===== src/rtl/shstk_pkg.sv =====
package shstk_pkg;

  // Combined request seen by the pointer control in one cycle.
  typedef enum logic [1:0] {
    REQ_NONE    = 2'b00,
    REQ_SAVE    = 2'b01,
    REQ_RESTORE = 2'b10,
    REQ_SWAP    = 2'b11
  } shstk_req_e;

  function automatic shstk_req_e decode_req(input logic save, input logic restore);
    return shstk_req_e'({restore, save});
  endfunction

endpackage


===== src/rtl/shstk_ctrl.sv =====
module shstk_ctrl
  import shstk_pkg::*;
#(
  parameter int DEPTH = 8,
  localparam int LVL_W = $clog2(DEPTH + 1),
  localparam int PTR_W = (DEPTH > 1) ? $clog2(DEPTH) : 1
) (
  input  logic             clk,
  input  logic             rst_n,
  input  logic             save_i,
  input  logic             restore_i,
  output logic             wr_en_o,
  output logic [PTR_W-1:0] wr_idx_o,
  output logic             rd_en_o,
  output logic             rd_zero_o,
  output logic [PTR_W-1:0] rd_idx_o,
  output logic [LVL_W-1:0] level_o,
  output logic             overflow_o,
  output logic             underflow_o,
  output logic             push_ok_o,
  output logic             pop_ok_o,
  output logic             push_reject_o,
  output logic             pop_reject_o
);

  logic [LVL_W-1:0] level_q;
  logic             ovf_q;
  logic             unf_q;
  logic             empty;
  logic             full;
  shstk_req_e       req;

  // Level after one accepted push and/or pop.
  function automatic logic [LVL_W-1:0] next_level(input logic [LVL_W-1:0] cur,
                                                  input logic inc, input logic dec);
    logic [LVL_W-1:0] r;
    r = cur;
    if (inc && !dec) r = cur + LVL_W'(1);
    if (dec && !inc) r = cur - LVL_W'(1);
    return r;
  endfunction

  function automatic logic [PTR_W-1:0] top_index(input logic [LVL_W-1:0] cur);
    logic [LVL_W-1:0] t;
    t = cur - LVL_W'(1);
    return t[PTR_W-1:0];
  endfunction

  assign empty = (level_q == '0);
  assign full  = (level_q == LVL_W'(DEPTH));
  assign req   = decode_req(save_i, restore_i);

  always_comb begin
    pop_ok_o      = 1'b0;
    pop_reject_o  = 1'b0;
    push_ok_o     = 1'b0;
    push_reject_o = 1'b0;
    unique case (req)
      REQ_SAVE: begin
        push_ok_o     = !full;
        push_reject_o = full;
      end
      REQ_RESTORE: begin
        pop_ok_o     = !empty;
        pop_reject_o = empty;
      end
      REQ_SWAP: begin
        // pop first, then push: a successful pop always frees a slot
        pop_ok_o     = !empty;
        pop_reject_o = empty;
        push_ok_o    = 1'b1;
      end
      default: ;
    endcase
  end

  assign wr_en_o   = push_ok_o;
  assign wr_idx_o  = pop_ok_o ? top_index(level_q) : level_q[PTR_W-1:0];
  assign rd_en_o   = restore_i;
  assign rd_zero_o = pop_reject_o;
  assign rd_idx_o  = top_index(level_q);

  always_ff @(posedge clk or negedge rst_n) begin
    if (!rst_n) begin
      level_q <= '0;
      ovf_q   <= 1'b0;
      unf_q   <= 1'b0;
    end else begin
      level_q <= next_level(level_q, push_ok_o, pop_ok_o);
      if (push_reject_o) ovf_q <= 1'b1;
      if (pop_reject_o)  unf_q <= 1'b1;
    end
  end

  assign level_o     = level_q;
  assign overflow_o  = ovf_q;
  assign underflow_o = unf_q;

endmodule


===== src/rtl/shstk_lane.sv =====
module shstk_lane #(
  parameter int DATA_W = 8,
  parameter int DEPTH  = 8,
  localparam int PTR_W = (DEPTH > 1) ? $clog2(DEPTH) : 1
) (
  input  logic              clk,
  input  logic              rst_n,
  input  logic              wr_en_i,
  input  logic [PTR_W-1:0]  wr_idx_i,
  input  logic [DATA_W-1:0] wr_data_i,
  input  logic              rd_en_i,
  input  logic              rd_zero_i,
  input  logic [PTR_W-1:0]  rd_idx_i,
  output logic [DATA_W-1:0] rd_data_o
);

  logic [DATA_W-1:0] mem [DEPTH];
  logic [DATA_W-1:0] out_q;

  // Storage: contents are only observable through a pop, so no reset.
  always_ff @(posedge clk) begin
    if (wr_en_i) mem[wr_idx_i] <= wr_data_i;
  end

  // Read happens before the write of the same edge (pop-then-push order).
  always_ff @(posedge clk or negedge rst_n) begin
    if (!rst_n) begin
      out_q <= '0;
    end else if (rd_en_i) begin
      out_q <= rd_zero_i ? '0 : mem[rd_idx_i];
    end
  end

  assign rd_data_o = out_q;

endmodule


===== src/rtl/irq_shadow_stack.sv =====
module irq_shadow_stack #(
  parameter int NUM_REGS = 4,
  parameter int DATA_W   = 8,
  parameter int DEPTH    = 8,
  localparam int WORD_W  = NUM_REGS * DATA_W,
  localparam int LVL_W   = $clog2(DEPTH + 1),
  localparam int PTR_W   = (DEPTH > 1) ? $clog2(DEPTH) : 1
) (
  input  logic              clk,
  input  logic              rst_n,
  input  logic              save_i,
  input  logic              restore_i,
  input  logic [WORD_W-1:0] regs_i,
  output logic [WORD_W-1:0] regs_o,
  output logic              restore_valid_o,
  output logic              overflow_o,
  output logic              underflow_o,
  output logic [LVL_W-1:0]  level_o
);

  logic             wr_en;
  logic [PTR_W-1:0] wr_idx;
  logic             rd_en;
  logic             rd_zero;
  logic [PTR_W-1:0] rd_idx;
  // named internal events, used by the bound checker
  logic             push_ok;
  logic             pop_ok;
  logic             push_reject;
  logic             pop_reject;
  logic             valid_q;

  shstk_ctrl #(.DEPTH(DEPTH)) u_ctrl (
    .clk           (clk),
    .rst_n         (rst_n),
    .save_i        (save_i),
    .restore_i     (restore_i),
    .wr_en_o       (wr_en),
    .wr_idx_o      (wr_idx),
    .rd_en_o       (rd_en),
    .rd_zero_o     (rd_zero),
    .rd_idx_o      (rd_idx),
    .level_o       (level_o),
    .overflow_o    (overflow_o),
    .underflow_o   (underflow_o),
    .push_ok_o     (push_ok),
    .pop_ok_o      (pop_ok),
    .push_reject_o (push_reject),
    .pop_reject_o  (pop_reject)
  );

  for (genvar k = 0; k < NUM_REGS; k++) begin : g_lane
    shstk_lane #(.DATA_W(DATA_W), .DEPTH(DEPTH)) u_lane (
      .clk       (clk),
      .rst_n     (rst_n),
      .wr_en_i   (wr_en),
      .wr_idx_i  (wr_idx),
      .wr_data_i (regs_i[k*DATA_W +: DATA_W]),
      .rd_en_i   (rd_en),
      .rd_zero_i (rd_zero),
      .rd_idx_i  (rd_idx),
      .rd_data_o (regs_o[k*DATA_W +: DATA_W])
    );
  end

  always_ff @(posedge clk or negedge rst_n) begin
    if (!rst_n) valid_q <= 1'b0;
    else        valid_q <= restore_i;
  end

  assign restore_valid_o = valid_q;

endmodule


===== config.mk =====
export PLATFORM = sky130hd
export DESIGN_NAME = irq_shadow_stack
export DESIGN_NICKNAME = d
export VERILOG_FILES = /design/src/rtl/shstk_pkg.sv /design/src/rtl/shstk_ctrl.sv /design/src/rtl/shstk_lane.sv /design/src/rtl/irq_shadow_stack.sv
export SDC_FILE = /design/constraint.sdc
export NUM_CORES = 1
export LEC_CHECK = 0
export BUFFER_PORTS_ARGS = -buffer_cell sky130_fd_sc_hd__buf_2
export CAP_MARGIN = 20
export CORE_ASPECT_RATIO = 1.5
export CORE_MARGIN = 3
export CORE_UTILIZATION = 60
export CTS_CLUSTER_DIAMETER = 60
export CTS_CLUSTER_SIZE = 14
export DETAILED_ROUTE_END_ITERATION = 16
export PLACE_DENSITY = 0.77
export SLEW_MARGIN = 20
export SYNTH_ARGS = -nofsm -noshare
export SYNTH_HDL_FRONTEND = slang
export SYNTH_HIERARCHICAL = 1
export SYNTH_SLANG_ARGS = --single-unit

===== constraint.sdc =====
create_clock -name clk -period 3.9 [get_ports clk]
set_clock_uncertainty 0.15 [all_clocks]
set_input_delay 0.195 -clock clk [delete_from_list [all_inputs] [get_ports clk]]
set_output_delay 0.195 -clock clk [all_outputs]
set_load 0.005 [all_outputs]

==> results of run 1 <==
[path summary, 6_finish.rpt]
check / cells past startpoint / start / end / slack, ns
min in group clk: 1 / u_ctrl/underflow_o / u_ctrl/underflow_o / 0.32
min: 3 / rst_n / g_lane[1].u_lane/rd_data_o[3] / 0.16
max in group asynchronous: 3 / rst_n / g_lane[0].u_lane/rd_data_o[5] / 2.76
min reg2reg: 1 / u_ctrl/underflow_o / u_ctrl/underflow_o / 0.32
max: 8 / u_ctrl/level_o[0] / g_lane[0].u_lane/mem[3][7] / 0.45
max reg2reg: 8 / u_ctrl/level_o[0] / g_lane[0].u_lane/mem[3][7] / 0.45
[power groups by stage]
| stage | Sequential, W | Clock, W | Combinational, W |
|---|---|---|---|
| final | 0.00451 | 0.00221 | 0.00397 |
| after global routing | 0.00457 | 0.00237 | 0.00432 |
| after CTS | 0.00452 | 0.00225 | 0.00401 |
| after detailed placement | 0.00457 | 0 | 0.00396 |
| after global placement | 0.00452 | 0 | 0.00381 |
| after floorplan | 0.00449 | 0 | 0.00284 |
[registers in the layout, summed over array words and instances, names as in the netlist]
register / flops
g_lane.u_lane/rd_data_o: 32
restore_valid_o: 1
g_lane.u_lane/mem: 256
u_ctrl/overflow_o: 1
u_ctrl/underflow_o: 1
u_ctrl/level_o: 4
[cell families (layout without fill, tap and decap cells)]
group	Yosys count	in the layout	synth area share
compound gates	78	78	0.0598
xor+xnor	5	5	0.00369
fa+ha+maj	4	4	0.00422
buf+inv	62	207	0.0292
flops	295	295	0.730
mux	82	82	0.113
simple gates	138	138	0.0598
[metrics by stage]
| stage | total power, W | hold slack, ns |
|---|---|---|
| 6_report | 0.0107 | 0.156 |
| 2_1_floorplan | 0.00733 | -0.251 |
| 3_3_place_gp | 0.00833 | -0.0972 |
| 3_5_place_dp | 0.00853 | -0.0916 |
| 5_1_grt | 0.0113 | 0.221 |
| 4_1_cts | 0.0108 | 0.166 |
[cells in the final DEF (no fill, tap or decap), types with 4 or more instances in the layout]
cell           synthesis  final
edfxtp_1             256    256
buf_2                  4     74
nor2_1                49     49
mux2_2                48     48
dfrtp_1               39     39
dlygate4sd3_1          0     36
nand2b_1              34     34
inv_1                 30     28
clkbuf_16              0     25
nor2b_1               24     24
o22ai_1               24     24
o32ai_1               24     24
buf_4                  3     22
clkbuf_1               4     18
mux4_2                16     16
mux4_1                16     16
nand2_1               15     15
a211oi_1               9      9
nor3_1                 8      8
a2111oi_2              8      8
o41ai_2                8      8
ha_1                   4      4
[cell type report]
class / instances / area, sq um
Clock buffer: 43 / 693
Clock inverter: 1 / 16.3
Fill cell: 1194 / 5720
Inverter: 30 / 115
Multi-Input combinational cell: 307 / 2870
Sequential cell: 295 / 8660
Tap cell: 256 / 320
Timing Repair Buffer: 133 / 916
[critical path, cell delays in order, from the launching register on]
cell and delay, ns:
dfrtp_1 0.55, inv_4 0.05, ha_1 0.31, nand2b_1 0.15
o21ai_1 0.12, xnor2_1 0.70, buf_4 0.29, nand2_1 0.08
nor2_1 0.66
[layer usage]
metal	share of wire	global-route usage	vias up	routed length [microns]
met1	0.39	0.288	3193	9060
li1	-	-	2856	-
met3	0.048	0.0311	49	1130
met4	0.029	0.0714	0	668
met5	0	0	-	0
met2	0.53	0.386	175	12400
[timing repair]
action                                  in CTS  in global routing
endpoints found under the setup margin       0                  0
hold buffers                                36                  0
hold endpoints to repair                   302                  0
gates resized for setup                      0                  0
[cell usage after synthesis, drive strengths merged, types with 2 or more instances]
master / count / area (sq um)
nor2b: 24 / 150
inv: 30 / 113
clkbuf: 4 / 15.0
nand2: 15 / 56.3
xor2: 3 / 26.3
nor3: 8 / 40.0
ha: 4 / 50.1
mux2i: 2 / 20.0
a2111oi: 8 / 120
buf: 28 / 219
nor2: 49 / 184
or2: 2 / 12.5
o22ai: 24 / 150
o32ai: 24 / 210
dfrtp: 39 / 976
a211oi: 9 / 67.6
nand2b: 34 / 213
o21ai: 3 / 15.0
edfxtp: 256 / 7690
o41ai: 8 / 130
xnor2: 2 / 17.5
mux2: 48 / 541
mux4: 32 / 781
==> qor.yml, run 1 <==
outcome: "completed"
hold_path.class: "in -> async"
io_buffers: 74
syn-num-nets: 704
ys_ff_latch: 295
post_drt_wl_per_cell_microns: 21.8
cts_tree: "done"
place_hpwl_microns: 14600
syn2layout_area_growth_pct: 14.6
yosysSeqAreaShare: 0.730
worst_slack_ns: 0.454
h-tree-depth: 1
cp_max_fo: 11
clk_latency_ns: 0.51
overflow: 0
setup_viol: 0
grt_start_max_net_pins: 67
max_slew.worst_pin.slew_ns: 0.951
synth.avg_cell_area_sq_um: 17.9
syn_inst: 664
drive_above_1_share: 0.261
gp_congestion: 0.799
p_leak_nw: 4.79
rsz0062_at_grt: "no"
finalCritPeriodShare: 0.884
viasPerCell: 5.89
cts.path.max_buffers: 3
routed_wl_microns: 23200
antenna-diode-count: 0
drtAntennaViolNets: 0
synth_async_sr_flop_share: 0.132
p_switching_w: 0.00357
utilization: 0.704
fmax_ghz: 0.290
drc: 0
design.core.area_sq_mm: 0.0193
path_clk_slew_ns: 0.07
p_sw_frac: 0.334
grt_pass1_vias: 6535
grt_pass1_wl_microns: 36200
start_util: 0.614
pre_cts_slack_ns: 0.498
post-route-min-period_ns: 3.45
die_x_microns: 121
dieArea_sq_mm: 0.0215
nets: 832
die_h_microns: 178
ir_drop_mv: 0.528
worstSetupStartpointType: "register"
synth-edff-count: 256
drtIter0Drc: 556
max_slew_margin: 0.363
slew_viol_final: 0
antenna_found_initial: 0
placedCellCount: 985
cts_buffers: 25
cts-root-buf: "clkbuf_16"
syn_area_sq_mm: 0.0119
intPower_w: 0.00712
tns_ns: 0
crit_arrival_ns: 3.43
seq_power_share: 0.422
drtPass1Iterations: 5
cts_post_setup_buffers_inserted: 0
worstPathRequired_ns: 3.89
num_vias: 6273
grt.total_usage: 0.220
clock_sinks: 295
hold_violations: 0
boundaryPins: 75
final_cells: 1065
ys.flop_type: "edfxtp_1"
yosysWarnings: 6
p_comb_frac: 0.371
maxCapViolCount: 0
dpl_cell_area_sq_mm: 0.0125
pwr_density_cell_mw_per_mm2: 786
final_cell_area_sq_mm: 0.0136
ys_types: 36
worst_setup_path_end_kind: "register"
critical_path_class: "reg -> reg"
clock_power_share: 0.207
rows: 62
Note: power is estimated with default switching activity, not from simulation.
==> inputs of run 2 (changes only) <==
--- a/config.mk
+++ b/config.mk
@@ -9,11 +9,11 @@
 export CAP_MARGIN = 20
 export CORE_ASPECT_RATIO = 1.5
 export CORE_MARGIN = 3
-export CORE_UTILIZATION = 60
+export CORE_UTILIZATION = 54
 export CTS_CLUSTER_DIAMETER = 60
 export CTS_CLUSTER_SIZE = 14
 export DETAILED_ROUTE_END_ITERATION = 16
-export PLACE_DENSITY = 0.77
+export PLACE_DENSITY = 0.73
 export SLEW_MARGIN = 20
 export SYNTH_ARGS = -nofsm -noshare
 export SYNTH_HDL_FRONTEND = slang
==> constraint.sdc (replaced) <==
create_clock -name clk -period 3.1 [get_ports clk]
set_clock_uncertainty 0.15 [all_clocks]
set_input_delay 0.155 -clock clk [delete_from_list [all_inputs] [get_ports clk]]
set_output_delay 0.155 -clock clk [all_outputs]
set_load 0.005 [all_outputs]
==> run 2 against run 1 <==
Die area is 11% higher. Largest power group unchanged. Sequential power increased by 25%. Global-route usage fell by 1.8 points. Via count grew 0.77%. Critical endpoint is now g_lane[2].u_lane/mem[7][0]. Cell area increased by 1.5%. Count of clock-buffer cells in the layout rose by 1. Sequential share of layout area down 0.97 points. Final cell count up 3.6%. Power up 28%. Hold slack worse by 0.10 ns.
==> qor.yml, run 2 (synthesis gave the netlist of run 1 again) <==
outcome: "completed"
regToRegEndpoint: "g_lane[2].u_lane/mem[7][0]"
top_register: "g_lane.u_lane/mem"
critical_path_class: "reg -> reg"
drc: 0  # unchanged
path_clk_slew_ns: 0.07  # about the same
grt.total_usage: 0.203  # -0.0176
cts_tree: "done"
routed_wl_microns: 23900  # +3.1%
antenna-diode-count: 0  # unchanged
drive_above_1_share: 0.285  # +0.0242
setup_viol: 0  # unchanged
drtIter0Drc: 576  # +3.6%
nets: 857  # +3.0%
design.core.area_sq_mm: 0.0213  # +10%
die_h_microns: 188  # +5.2%
cp_max_fo: 11  # unchanged
worst_r2r_path_depth: 9  # +1
critPathBufInv: 3  # +1
num_vias: 6321  # +0.77%
fill_cells: 1487  # +25%
viasPerCell: 5.73  # -2.7%
rows: 65  # +4.8%
gp_congestion: 0.837  # +4.7%
p_leak_nw: 4.92  # +2.8%
crit_arrival_ns: 2.94  # -0.49 ns
overflow: 0  # unchanged
path_cells: "inv_1, ha_1, nand2b_1, o21ai_1, mux2i_2, buf_4, nand2_1, nor2_1, buf_4"
grt_pass1_wl_microns: 37800  # +4.4%
drtPass1Iterations: 4  # -1
io_buffers: 74  # unchanged
post-route-min-period_ns: 2.86  # -0.582 ns
path_delay_family: "multiplexers"
cts-root-buf: "clkbuf_16"
p_total_w: 0.0137  # +28%
slew_viol_final: 0  # unchanged
pwr_density_cell_mw_per_mm2: 992  # +26%
dieArea_sq_mm: 0.0238  # +11%
clock_sinks: 295  # unchanged
die_x_microns: 127  # +5.1%
ir_drop_mv: 0.468  # -11%
antenna_found_initial: 0  # unchanged
syn2layout_area_growth_pct: 16.4
drtAntennaViolNets: 0  # unchanged
place_hpwl_microns: 15800  # +8.4%
worst_setup_path_end_kind: "register"
h-tree-depth: 1  # unchanged
boundaryPins: 75  # unchanged
hold_violations: 0  # unchanged
reg2reg_slack_ns: 0.24  # -0.22 ns
cts_resized: 0  # unchanged
start_util: 0.557  # -0.0574
multi_input_area_sq_mm: 0.00288  # +0.13%
hold_path.class: "in -> async"
cp_slowest_cell: "mux2i_2"
max_slew.worst_pin.slew_ns: 0.916  # -0.0354 ns
largest_reg_flops: 256  # unchanged
rsz0062_at_grt: "no"
rr_startpoint: "u_ctrl/level_o[1]"
worstSetupStartpointType: "register"
maxCapViolCount: 0  # unchanged
cts.path.max_buffers: 3  # unchanged
grt_pass1_vias: 6837  # +4.6%
cts_buffers: 25  # unchanged
final_cell_mix: "edfxtp_1 (256), buf_2 (73), nor2_1 (49), buf_4 (49), mux2_2 (48)"
worstPathRequired_ns: 3.18  # -0.71 ns
critPathMaxStageDelay_ns: 0.61  # -0.09 ns
max_slew_margin: 0.389  # +0.0259
fmax_ghz: 0.349  # +20%
grt_start_max_net_pins: 67  # unchanged
final_common_cell: "edfxtp_1"
tns_ns: 0  # unchanged
seqCellArea_sq_mm: 0.00866  # unchanged
clk_latency_ns: 0.52  # about the same
post_drt_wl_per_cell_microns: 21.7  # -0.49%
finalCritPeriodShare: 0.924  # +0.0401
crit_top_cell: "buf_4"
-- run 2: cell count changes in the layout (fill, tap and decap cells not counted) --
| cell | previous run | this run |
|---|---|---|
| buf_4 | 22 | 49 |
| buf_2 | 74 | 73 |
| clkbuf_1 | 18 | 19 |
| dlygate4sd3_1 | 36 | 35 |
| mux2i_1 | 2 | 1 |
| mux2i_2 | 0 | 1 |
-- run 2: per-layer routing --
metal / part of all wire / global-route usage / vias to the layer above
li1: - / - / 2899
met2: 0.53 / 0.354 / 176
met3: 0.044 / 0.0282 / 38
met5: 0 / 0 / -
met4: 0.019 / 0.0566 / 0
met1: 0.41 / 0.268 / 3208
-- run 2: worst max path at each step --
| stage | startpoint | end | slack, ns | cells past startpoint |
|---|---|---|---|---|
| after global routing | u_ctrl/level_o[1] | g_lane[2].u_lane/mem[7][0] | 0.06 | 9 |
| final | u_ctrl/level_o[1] | g_lane[2].u_lane/mem[7][0] | 0.24 | 9 |
| after CTS | u_ctrl/level_o[1] | g_lane[2].u_lane/mem[7][4] | 0.31 | 9 |
| after detailed placement | u_ctrl/level_o[1] | g_lane[0].u_lane/mem[3][1] | 0.31 | 9 |
| after floorplan | u_ctrl/level_o[0] | g_lane[0].u_lane/mem[3][0] | 0.11 | 7 |
| after global placement | u_ctrl/level_o[1] | g_lane[0].u_lane/mem[3][1] | 0.48 | 9 |
-- run 2: area by class of cell --
type,count,share of cell area
clock inverter,1,0.00118
inverter,30,0.00834
clock buffer,44,0.0505
sequential,295,0.627
tap,268,0.0243
timing repair buffer,158,0.0799
multi-input combinational,307,0.208
-- run 2: repair_timing --
item,4_1_cts,5_1_grt
hold buffers,35,0
endpoints found under the hold margin,304,0
setup buffers,0,0
-- run 2: power by group --
group / switching (W) / total, W / internal (W) / leakage (nW)
combinational: 0.00296 / 0.00524 / 0.00228 / 1.79
clock: 0.00131 / 0.00283 / 0.00152 / 0.337
sequential: 0.000291 / 0.00562 / 0.00533 / 2.79
total: 0.00456 / 0.0137 / 0.00913 / 4.92
-- run 2: per-stage QoR --
stage	hold WS (ns)	util	setup slack [ns]	std cells	cell area, sq um
floorplan	-0.291	-	0.105	664	11900
global placement	0.257	0.598	0.479	1023	12700
detailed placement	0.264	0.598	0.311	1023	12700
CTS	0.270	0.648	0.313	1103	13800
global route	0.0912	0.648	0.0643	1103	13800
finish	0.0547	0.648	0.237	1103	13800
